--- src/rtl/fsi_pkg.sv ---
package fsi_pkg;
  // event slots: 0 transfer done, 1 command done, 2 ready edge
  localparam int NEVT = 3;
  localparam int unsigned EVT_POS [NEVT] = '{16, 17, 24};
  localparam int EV_XFER = 0;
  localparam int EV_CMD  = 1;
  localparam int EV_RDY  = 2;

  localparam int unsigned OFS_CTRL = 32'h04;
  localparam int unsigned OFS_STAT = 32'h08;
  localparam int unsigned OFS_MSET = 32'h0C;
  localparam int unsigned OFS_MCLR = 32'h10;
  localparam int unsigned OFS_MASK = 32'h14;
  localparam int unsigned OFS_CYC0 = 32'h18;
  localparam int unsigned OFS_BANK = 32'h1C;

  localparam int CYC0_W = 8;

  typedef logic [NEVT-1:0] evt_vec_t;
endpackage

--- src/rtl/fsi_rdy_edge.sv ---
module fsi_rdy_edge #(
  parameter int STAGES = 2
) (
  input  logic clk,
  input  logic rst_n,
  input  logic rb_i,
  output logic rise_o
);
  // sh[STAGES-1] is the synchronised level, sh[STAGES] its delayed copy
  logic [STAGES:0] sh_q, sh_d;

  always_comb begin
    sh_d = {sh_q[STAGES-1:0], rb_i};
  end

  always_ff @(posedge clk or negedge rst_n) begin
    if (!rst_n) sh_q <= '1;
    else        sh_q <= sh_d;
  end

  assign rise_o = sh_q[STAGES-1] & ~sh_q[STAGES];

  p_single_pulse_r4: assert property (@(posedge clk) disable iff (!rst_n)
    rise_o |=> !rise_o);
endmodule

--- src/rtl/fsi_evt_status.sv ---
module fsi_evt_status
  import fsi_pkg::*;
(
  input  logic     clk,
  input  logic     rst_n,
  input  evt_vec_t evt_i,
  input  logic     clr_i,
  output evt_vec_t st_o
);
  evt_vec_t st_q, st_d;

  // set has priority over the clear of a read in the same cycle
  always_comb begin
    st_d = st_q;
    if (clr_i) st_d = '0;
    st_d = st_d | evt_i;
  end

  always_ff @(posedge clk or negedge rst_n) begin
    if (!rst_n) st_q <= '0;
    else        st_q <= st_d;
  end

  assign st_o = st_q;

  for (genvar k = 0; k < NEVT; k++) begin : g_chk
    p_evt_set_r3: assert property (@(posedge clk) disable iff (!rst_n)
      evt_i[k] |=> st_q[k]);
    p_rd_clear_r5: assert property (@(posedge clk) disable iff (!rst_n)
      (clr_i && !evt_i[k]) |=> !st_q[k]);
    p_hold_r3: assert property (@(posedge clk) disable iff (!rst_n)
      (st_q[k] && !clr_i) |=> st_q[k]);
  end
endmodule

--- src/rtl/fsi_irq_mask.sv ---
module fsi_irq_mask
  import fsi_pkg::*;
(
  input  logic     clk,
  input  logic     rst_n,
  input  evt_vec_t set_i,
  input  evt_vec_t clr_i,
  output evt_vec_t mk_o
);
  evt_vec_t mk_q, mk_d;

  always_comb begin
    mk_d = (mk_q | set_i) & ~clr_i;
  end

  always_ff @(posedge clk or negedge rst_n) begin
    if (!rst_n) mk_q <= '0;
    else        mk_q <= mk_d;
  end

  assign mk_o = mk_q;

  for (genvar k = 0; k < NEVT; k++) begin : g_chk
    p_mask_set_r7: assert property (@(posedge clk) disable iff (!rst_n)
      (set_i[k] && !clr_i[k]) |=> mk_q[k]);
    p_mask_clr_r7: assert property (@(posedge clk) disable iff (!rst_n)
      clr_i[k] |=> !mk_q[k]);
    p_mask_keep_r7: assert property (@(posedge clk) disable iff (!rst_n)
      (!set_i[k] && !clr_i[k]) |=> $stable(mk_q[k]));
  end
endmodule

--- src/rtl/flash_status_irq.sv ---
module flash_status_irq
  import fsi_pkg::*;
#(
  parameter int ADDR_W      = 5,
  parameter int DATA_W      = 32,
  parameter int SYNC_STAGES = 2
) (
  input  logic              clk,
  input  logic              rst_n,
  input  logic              reg_wr,
  input  logic              reg_rd,
  input  logic [ADDR_W-1:0] reg_addr,
  input  logic [DATA_W-1:0] reg_wdata,
  output logic [DATA_W-1:0] reg_rdata,
  input  logic              xfer_done_i,
  input  logic              cmd_done_i,
  input  logic              rb_i,
  output logic              irq_o,
  output logic              ctl_en_o,
  output logic [7:0]        cyc0_o,
  output logic              bank_o
);
  // address decode
  logic hit_ctrl, hit_stat, hit_mset, hit_mclr, hit_mask, hit_cyc0, hit_bank;
  assign hit_ctrl = (reg_addr == ADDR_W'(OFS_CTRL));
  assign hit_stat = (reg_addr == ADDR_W'(OFS_STAT));
  assign hit_mset = (reg_addr == ADDR_W'(OFS_MSET));
  assign hit_mclr = (reg_addr == ADDR_W'(OFS_MCLR));
  assign hit_mask = (reg_addr == ADDR_W'(OFS_MASK));
  assign hit_cyc0 = (reg_addr == ADDR_W'(OFS_CYC0));
  assign hit_bank = (reg_addr == ADDR_W'(OFS_BANK));

  // ready edge
  logic rdy_rise;
  fsi_rdy_edge #(.STAGES(SYNC_STAGES)) u_rdy (
    .clk(clk), .rst_n(rst_n), .rb_i(rb_i), .rise_o(rdy_rise)
  );

  // events
  evt_vec_t evt, st, mk, mset, mclr;
  always_comb begin
    evt          = '0;
    evt[EV_XFER] = xfer_done_i;
    evt[EV_CMD]  = cmd_done_i;
    evt[EV_RDY]  = rdy_rise;
  end

  fsi_evt_status u_stat (
    .clk(clk), .rst_n(rst_n), .evt_i(evt),
    .clr_i(reg_rd && hit_stat), .st_o(st)
  );

  for (genvar k = 0; k < NEVT; k++) begin : g_mbits
    assign mset[k] = reg_wr && hit_mset && reg_wdata[EVT_POS[k]];
    assign mclr[k] = reg_wr && hit_mclr && reg_wdata[EVT_POS[k]];
  end

  fsi_irq_mask u_mask (
    .clk(clk), .rst_n(rst_n), .set_i(mset), .clr_i(mclr), .mk_o(mk)
  );

  assign irq_o = |(st & mk);

  // control, first address byte, bank
  logic              en_q, en_d;
  logic [CYC0_W-1:0] cyc0_q, cyc0_d;
  logic              bank_q, bank_d;

  always_comb begin
    en_d   = en_q;
    cyc0_d = cyc0_q;
    bank_d = bank_q;
    if (reg_wr && hit_ctrl) begin
      if (reg_wdata[1])      en_d = 1'b0;
      else if (reg_wdata[0]) en_d = 1'b1;
    end
    if (reg_wr && hit_cyc0) cyc0_d = reg_wdata[CYC0_W-1:0];
    if (reg_wr && hit_bank) bank_d = reg_wdata[0];
  end

  always_ff @(posedge clk or negedge rst_n) begin
    if (!rst_n) begin
      en_q   <= 1'b0;
      cyc0_q <= '0;
      bank_q <= 1'b0;
    end else begin
      en_q   <= en_d;
      cyc0_q <= cyc0_d;
      bank_q <= bank_d;
    end
  end

  assign ctl_en_o = en_q;
  assign cyc0_o   = cyc0_q;
  assign bank_o   = bank_q;

  // read mux
  always_comb begin
    reg_rdata = '0;
    if (hit_stat) begin
      for (int k = 0; k < NEVT; k++) reg_rdata[EVT_POS[k]] = st[k];
    end else if (hit_mask) begin
      for (int k = 0; k < NEVT; k++) reg_rdata[EVT_POS[k]] = mk[k];
    end else if (hit_cyc0) begin
      reg_rdata[CYC0_W-1:0] = cyc0_q;
    end else if (hit_bank) begin
      reg_rdata[0] = bank_q;
    end
  end

  logic unused_wbits;
  assign unused_wbits = ^reg_wdata;

  p_ctl_off_r2: assert property (@(posedge clk) disable iff (!rst_n)
    (reg_wr && hit_ctrl && reg_wdata[1]) |=> !ctl_en_o);
  p_ctl_on_r2: assert property (@(posedge clk) disable iff (!rst_n)
    (reg_wr && hit_ctrl && reg_wdata[0] && !reg_wdata[1]) |=> ctl_en_o);
  p_irq_quiet_r9: assert property (@(posedge clk) disable iff (!rst_n)
    (mk == '0) |-> !irq_o);
  p_cyc0_hold_r10: assert property (@(posedge clk) disable iff (!rst_n)
    !(reg_wr && hit_cyc0) |=> $stable(cyc0_o));
endmodule

--- config.mk ---
export PLATFORM = sky130hd
export DESIGN_NAME = flash_status_irq
export DESIGN_NICKNAME = d
export VERILOG_FILES = /design/src/rtl/fsi_pkg.sv /design/src/rtl/fsi_rdy_edge.sv /design/src/rtl/fsi_evt_status.sv /design/src/rtl/fsi_irq_mask.sv /design/src/rtl/flash_status_irq.sv
export SDC_FILE = /design/constraint.sdc
export NUM_CORES = 1
export LEC_CHECK = 0
export CORE_ASPECT_RATIO = 2
export CORE_MARGIN = 8
export CORE_UTILIZATION = 36
export CTS_CLUSTER_DIAMETER = 120
export DETAILED_ROUTE_END_ITERATION = 16
export PLACE_DENSITY = 0.89
export SYNTH_ARGS = -nofsm -noshare
export SYNTH_HDL_FRONTEND = slang
export SYNTH_HIERARCHICAL = 1
export SYNTH_SLANG_ARGS = --single-unit
--- constraint.sdc ---
create_clock -name clk -period 2.5 [get_ports clk]
set_input_delay 0.25 -clock clk [delete_from_list [all_inputs] [get_ports clk]]
set_output_delay 0.25 -clock clk [all_outputs]
set_load 0.02 [all_outputs]
# Word level (Yosys, flattened, before mapping)
# Cells that the tools add are included.
[totals]
output_inout_bits = 43
register_bits = 19
elab_cells = 47
[classes]
bitwise_logic = 7
muxes = 12
eq_ne = 7
n_reduce_logical = 15
[op_table]
columns = ["op", "count"]
rows = [
  ["$eq A5 B5 Y1 const B", 4],
  ["$mux W8", 2],
  ["$logic_and A1 B1 Y1", 12],
  ["$eq A5 B4 Y1 const B", 2],
  ["$mux W7", 1],
  ["$and A3 B3 Y3", 2],
  ["$mux W1", 6],
  ["$or A3 B3 Y3", 2],
  ["$eq A5 B3 Y1 const B", 1],
  ["$mux W2", 2],
  ["$mux W3", 1],
  ["$not A3 Y3", 1],
  ["$reduce_or A3 Y1", 1],
  ["$reduce_and A2 Y1", 1],
  ["$reduce_bool A2 Y1", 1],
  ["$and A1 B1 Y1", 1],
  ["$not A1 Y1", 1],
]

# Longest topological paths before layout
# Gate-level depths: netlist of the first run.
[depth]
depth_word = 5
mapped_depth = 4
ltp_nobuf = 4

# By module
# The synthesis of the first run kept the hierarchy.
[by_module_without_submodules]
columns = ["module", "area_each_um2", "instances", "cells_per_inst"]
rows = [
  ["flash_status_irq", 828.3, 1, 81],
  ["fsi_irq_mask", 105.1, 1, 6],
  ["fsi_evt_status", 101.3, 1, 7],
  ["fsi_rdy_edge", 92.6, 1, 4],
]

# Worst setup path after synthesis of the first run
# No wires, ideal clock.
[synth_path]
kind = "in2out"
startpoint = "input reg_addr[1]"
endpoint = "output reg_rdata[0]"
t_required_ns = 2.250
cell_stages = 2
setup_slack_ns = 0.963
arrival_time_ns = 1.287
cell_sequence = "or3b_2 > nor3b_1"
[synth_between]
elab_chain_cells = 5
[synth_lines]
columns = ["element", "line", "text"]
rows = [
  ["start: declaration", "flash_status_irq.sv:12", "input logic [ADDR_W-1:0] reg_addr,"],
  ["$eq A5 B5 Y1", "flash_status_irq.sv:31", "assign hit_bank = (reg_addr == ADDR_W'(OFS_BANK));"],
  ["$mux W1", "flash_status_irq.sv:106", "end else if (hit_bank) begin"],
  ["$mux W1", "flash_status_irq.sv:104", "end else if (hit_cyc0) begin"],
  ["$mux W8", "flash_status_irq.sv:102", "end else if (hit_mask) begin"],
  ["$mux W8 (*)", "flash_status_irq.sv:100", "if (hit_stat) begin"],
  ["end: declaration", "flash_status_irq.sv:14", "output logic [DATA_W-1:0] reg_rdata,"],
]
# Mark *: on every way between the ends. The rest lies on a longest branch, timed or not.

# Worst setup path in the final report of the first run
[layout_path]
startpoint = "input reg_addr[3]"
endpoint = "output reg_rdata[0]"
# The elaborated chain is that of the path after synthesis.

==> out/qor.txt, run 1 <==
Hold Path Depth: 0
Post-CTS Setup Inserts: 0
unrepaired setup endpoints after global routing: no
Core Region: 0.00308 mm²
GRT Util Overall: 9.96%
drc violations: 0
Net Switching: 275 µW
hold_ws: 0.356 ns
minimum clock period: 2.33 ns
fin. max-slew vios: 0
Worst EP required: 2.25 ns
syn avg cell area: 11.5 µm²
pwr/cell area: 555 mW/mm²
FF+latch area: 479 µm²
CTS Buf Count: 3
Starting Density: 36.6%
Initial DRC Count: 19
ANT cells: 0
fillers: 294
via count: 855
power share of the clock group: 23.9%
hold_buf cts: 0
Worst-path clk slew: 0.07 ns
crit path kind: input port to output pin
Logic pwr share: 33.0%
Horiz. Die Dim: 55.6 µm
Pre-antenna DRT Iters: 4
sequential power share: 43.2%
Worst R2R Path Depth: 2
clock sink total: 19
LEAKAGE: 0.000852 µW
Worst Hold Class: flop to flop
Final Hold Fails: 0
largest net degree at the start of global routing: 20
Mapped Cells: 98
Finished Layout Cells: 180
arrival time at the worst endpoint: 2.08 ns
setup TNS: 0 ns
clk_skew: 0.000948 ns
actual slew at the worst max-slew pin: 0.854 ns
clock buffer depth: 2
Critical R2R Launch: u_rdy/sh_q[2]
Setup crit start: reg_addr[3]
NumNets Final: 194
Inst Count DP: 176
Port Buf Inserts: 44
Die Y: 95.1 µm
Max VDD drop: 0.502 mV
post-synth top area share: 35.5%
area of placed instances: 0.00155 mm²
Period Utilization, post-route: 93.1%
Site Rows: 29
worst reg2reg setup slack: 1.68 ns
cell taking the most area after synthesis: dfrtp_1
area grow syn2layout: 43.6%
worst r2r dst: u_stat/st_o[2]
die area: 0.00529 mm²
multi-input logic area: 552 µm²
Ports: 87
initial antenna violation count: 0
CTS H-tree lvls: 1
Synth area leaders: dfrtp_1 36%, buf_4 14%, mux2_4 11%
Yosys reg bits: 19
Net Sw Frac: 30.6%
number of global-route vias before repair: 925
Detail Placement HPWL: 2250 µm
Yosys cell types: 27
Routed WL: 2740 µm
Rel. slew slack: 42.9%
FMAX: 430 MHz
Tot Pwr: 898 µW
status: completed
RD Place Congestion: 0.726
ANT nets after route: 0
Mapped Area: 0.00113 mm²
crit path max fanout: 4
CP Capture Type: output pin
vias per cell: 4.75
average wire per standard cell: 15.2 µm
layout cells sized above 1: 19.5%
Skew-Pair Late Insertion Delay: 0.26 ns
Int Power: 623 µW
YS warnings: 6
Critical path destination: reg_rdata[0]
critical path launch point type: input port
maxcap violations: 0
sequential share of the synthesized area: 42.5%
first-pass GRT wire length: 4420 µm
CTS tree: done
grt ovf: 0
design area: 0.00162 mm²
root buf cell: clkbuf_8
final count of negative-setup-slack endpoints: 0
-- through the flow --
step / setup WS, ns / util, %
finish: 0.173 / 52.5
global route: 0.0354 / 52.5
CTS: 0.0265 / 51.8
detailed placement: 0.0349 / 50.3
global placement: 0.0419 / 50.3
floorplan: 0.963 / -
-- layout by cell type, fill, tap and decap left out, types with 3 or more instances in the layout --
cell              n
a21o_1            3
a22oi_1           3
and2_1           13
buf_4             5
clkbuf_8          3
clkdlybuf4s50_1  37
conb_1           21
dfrtp_1          16
dfstp_2           3
dlymetal6s2s_1    7
mux2_4            8
nor3_1            3
nor4b_1           3
o21ba_1           3
-- cells by family (layout without fill, tap and decap cells) --
logic type	after synthesis	in the layout	share of synthesized area [%]
multiplexers	10	10	12.5
flip-flops	19	19	42.5
AND/OR/NAND/NOR	32	32	20.3
AO/OA/AOI/OAI	12	12	8.66
buffers and inverters	24	55	15.6
other	1	21	0.333
-- timing repair --
action / in CTS / in global routing
gates resized for setup: 0 / 8
hold endpoints to repair: 0 / 0
setup endpoints to repair: 0 / 10
-- layout make-up --
class / instances / area share [%]
multi-input cells: 75 / 34.1
repair buffers: 49 / 30.6
flip-flops and latches: 19 / 29.6
clock buffers: 3 / 2.55
well taps: 31 / 2.40
inverters: 2 / 0.464
clock inverters: 1 / 0.309
-- power by group through the flow --
stage               sequential (µW)  clock (µW)  combinational, µW
floorplan                       426           0                137
global placement                390           0                290
detailed placement              395           0                296
CTS                             389         220                298
global route                    394         234                316
finish                          388         214                296
-- Yosys cell counts --
master and instances:
buf_4 21, dfrtp_1 16, and2_1 13, mux2_4 8, a21o_1 3, a22oi_1 3
dfstp_2 3, nor3_1 3, nor4b_1 3, o21ba_1 3, a31oi_1 2, and2b_2 2
inv_1 2, nor2_1 2, nor3b_1 2, a222oi_1 1, and3b_2 1, buf_6 1
conb_1 1, mux2_2 1, mux2i_1 1, nand2_1 1, nand2b_4 1, nand3_1 1
nor2b_4 1, or3b_2 1, or4_4 1
-- routing by layer --
metal | global-route usage (%) | share of wire [%]
met2 | 15.7 | 44
met1 | 11.7 | 45
met5 | 0 | 0
met4 | 2.48 | 0.84
met3 | 5.07 | 10
-- state kept, by name (all words and copies together) (netlist names) --
register	flops
u_mask/mk_o	3
cyc0_o	8
ctl_en_o	1
bank_o	1
u_rdy/sh_q	3
u_stat/st_o	3
-- worst min-delay path by stage --
| stage | startpoint | to | slack (ns) |
|---|---|---|---|
| after global routing | u_rdy/sh_q[0] | u_rdy/sh_q[1] | 0.36 |
| after floorplan | rst_n | bank_o | -0.05 |
| final | u_rdy/sh_q[0] | u_rdy/sh_q[1] | 0.36 |
| after global placement | u_rdy/sh_q[0] | u_rdy/sh_q[1] | 0.35 |
| after CTS | u_rdy/sh_q[0] | u_rdy/sh_q[1] | 0.36 |
| after detailed placement | u_rdy/sh_q[0] | u_rdy/sh_q[1] | 0.35 |
-- critical path, cell delays in order --
cell	delay, ns
clkdlybuf4s50_1	0.48
or3b_2	0.50
nor3b_1	0.21
clkdlybuf4s50_1	0.64
Power figures use the tool's default switching activity.
==> run 2: changes to the inputs <==
--- a/config.mk
+++ b/config.mk
@@ -6,10 +6,12 @@
 export NUM_CORES = 1
 export LEC_CHECK = 0
+export CELL_PAD_IN_SITES_DETAIL_PLACEMENT = 0
+export CELL_PAD_IN_SITES_GLOBAL_PLACEMENT = 1
 export CORE_ASPECT_RATIO = 2
 export CORE_MARGIN = 8
-export CORE_UTILIZATION = 36
+export CORE_UTILIZATION = 25
 export CTS_CLUSTER_DIAMETER = 120
 export DETAILED_ROUTE_END_ITERATION = 16
-export PLACE_DENSITY = 0.89
+export PLACE_DENSITY = 0.87
 export SYNTH_ARGS = -nofsm -noshare
 export SYNTH_HDL_FRONTEND = slang
==> constraint.sdc (replaced) <==
create_clock -name clk -period 2.5 [get_ports clk]
set_input_delay 0.5 -clock clk [delete_from_list [all_inputs] [get_ports clk]]
set_output_delay 0.5 -clock clk [all_outputs]
set_load 0.02 [all_outputs]
==> run 2 against run 1 <==
Net effect: via count grew 1.4%; final cell count increased by 15%; largest power group unchanged; setup slack lost 0.097 ns; register-to-register slack worse by 0.02 ns; non-clock buffer count grew 4; sequential share of layout area is 0.16 points higher; sequential power hardly changed; hold slack is essentially flat; wire length is 2.4% higher; fmax shrank 4.0%; die area up 33%; flip-flop and latch count stayed put.
==> out/qor.txt, run 2 (same netlist as run 1, synthesis figures left out) <==
status: completed
CP Capture Type: output pin
Core Region: 0.00434 mm²
CTS Buf Count: 3
Max VDD drop: 0.284 mV
FF+latch area: 479 µm²
Worst-path clk slew: 0.07 ns
Ports: 87
minimum clock period: 2.42 ns
Routed WL: 2810 µm
via count: 867
RD Place Congestion: 0.759
grt ovf: 0
maxcap violations: 0
GRT Util Overall: 8.07%
layout cells sized above 1: 28.8%
clock sink total: 19
crit path max fanout: 7
Die Y: 111 µm
drc violations: 0
clock buffer depth: 2
Pre-antenna DRT Iters: 5
Initial DRC Count: 40
root buf cell: clkbuf_8
Post-CTS Setup Inserts: 0
ANT nets after route: 0
multi-input logic area: 554 µm²
NumNets Final: 198
Period Utilization, post-route: 97.0%
Site Rows: 34
fin. max-slew vios: 0
ANT cells: 0
post-place setup slack: -0.480 ns
FMAX: 413 MHz
most frequent cells in the layout: 33 x clkdlybuf4s50_1, 21 x conb_1, 16 x dfrtp_1
CTS tree: done
Skew-Pair Late Insertion Delay: 0.25 ns
final count of negative-setup-slack endpoints: 0
die area: 0.00704 mm²
arrival time at the worst endpoint: 1.92 ns
initial antenna violation count: 0
Tot Pwr: 894 µW
hold_buf cts: 0
CTS H-tree lvls: 1
number of global-route vias before repair: 984
Horiz. Die Dim: 63.5 µm
largest net degree at the start of global routing: 12
unrepaired setup endpoints after global routing: no
first-pass GRT wire length: 4690 µm
setup TNS: 0 ns
fillers: 452
Largest register FFs: 8
Setup WS post-layout: 0.0760 ns
average wire per standard cell: 13.6 µm
Worst Hold Class: flop to flop
Final Hold Fails: 0
Detail Placement HPWL: 2410 µm
most common cell after layout, fill and taps aside: clkdlybuf4s50_1
area grow syn2layout: 42.8%
critical path launch point type: input port
vias per cell: 4.19
Port Buf Inserts: 44
clk_skew: 0.000402 ns
pwr/cell area: 555 mW/mm²
hold_ws: 0.357 ns
crit path kind: input port to output pin
Starting Density: 26.0%
LEAKAGE: 0.000762 µW
Worst EP required: 2.00 ns
[run 2: cell count changes in the layout (fill, tap and decap cells not counted)]
cell             before  now
buf_2                 0    7
dlymetal6s2s_1        7    0
buf_4                 5   10
clkdlybuf4s50_1      37   33
clkbuf_2              0    3
or3b_2                1    0
or3b_4                0    1
[run 2: what timing repair did]
| action | in CTS | in global routing |
|---|---|---|
| gates cloned | 0 | 0 |
| endpoints found under the setup margin | 11 | 3 |
| gates resized for setup | 39 | 9 |
[run 2: final timing paths]
| check | startpoint | to | slack [ns] | cells past startpoint |
|---|---|---|---|---|
| worst min-delay path | u_rdy/sh_q[0] | u_rdy/sh_q[1] | 0.36 | 0 |
| worst max-delay path | reg_addr[3] | reg_rdata[7] | 0.08 | 6 |
| min in group asynchronous | rst_n | ctl_en_o | 0.57 | 1 |
| worst min register to register | u_rdy/sh_q[0] | u_rdy/sh_q[1] | 0.36 | 0 |
| max in group asynchronous | rst_n | u_rdy/sh_q[2] | 1.34 | 2 |
| worst max register to register | u_rdy/sh_q[2] | u_stat/st_o[2] | 1.66 | 2 |
[run 2: area by class of cell]
| type | count | share of cell area [%] |
|---|---|---|
| inverters | 2 | 0.466 |
| multi-input cells | 75 | 34.4 |
| flip-flops and latches | 19 | 29.8 |
| well taps | 54 | 4.20 |
| repair buffers | 53 | 28.3 |
| clock inverters | 1 | 0.311 |
| clock buffers | 3 | 2.56 |
[run 2: stage by stage]
step,instances,area [µm²],utilization [%]
3_5_place_dp,203,1610,37.1
5_1_grt,207,1610,37.1
6_report,207,1610,37.1
2_1_floorplan,118,1200,-
3_3_place_gp,203,1610,37.1
4_1_cts,207,1620,37.4
[run 2: routing by layer]
layer / part of all wire (%) / GRT usage (%)
met4: 1.0 / 2.25
met1: 38 / 8.14
met5: 0 / 0
met3: 9.1 / 3.74
met2: 52 / 14.2
[run 2: critical path, stage by stage]
cell             delay, ns
clkdlybuf4s50_1       0.48
or3b_4                0.40
nor2_1                0.11
buf_4                 0.15
and2_1                0.12
buf_2                 0.16
[run 2: power by group]
part           internal [µW]  switching (µW)  total (µW)
Sequential               354            32.5         387
Clock                    111            99.9         210
Combinational            160             137         297
Total                    625             270         894
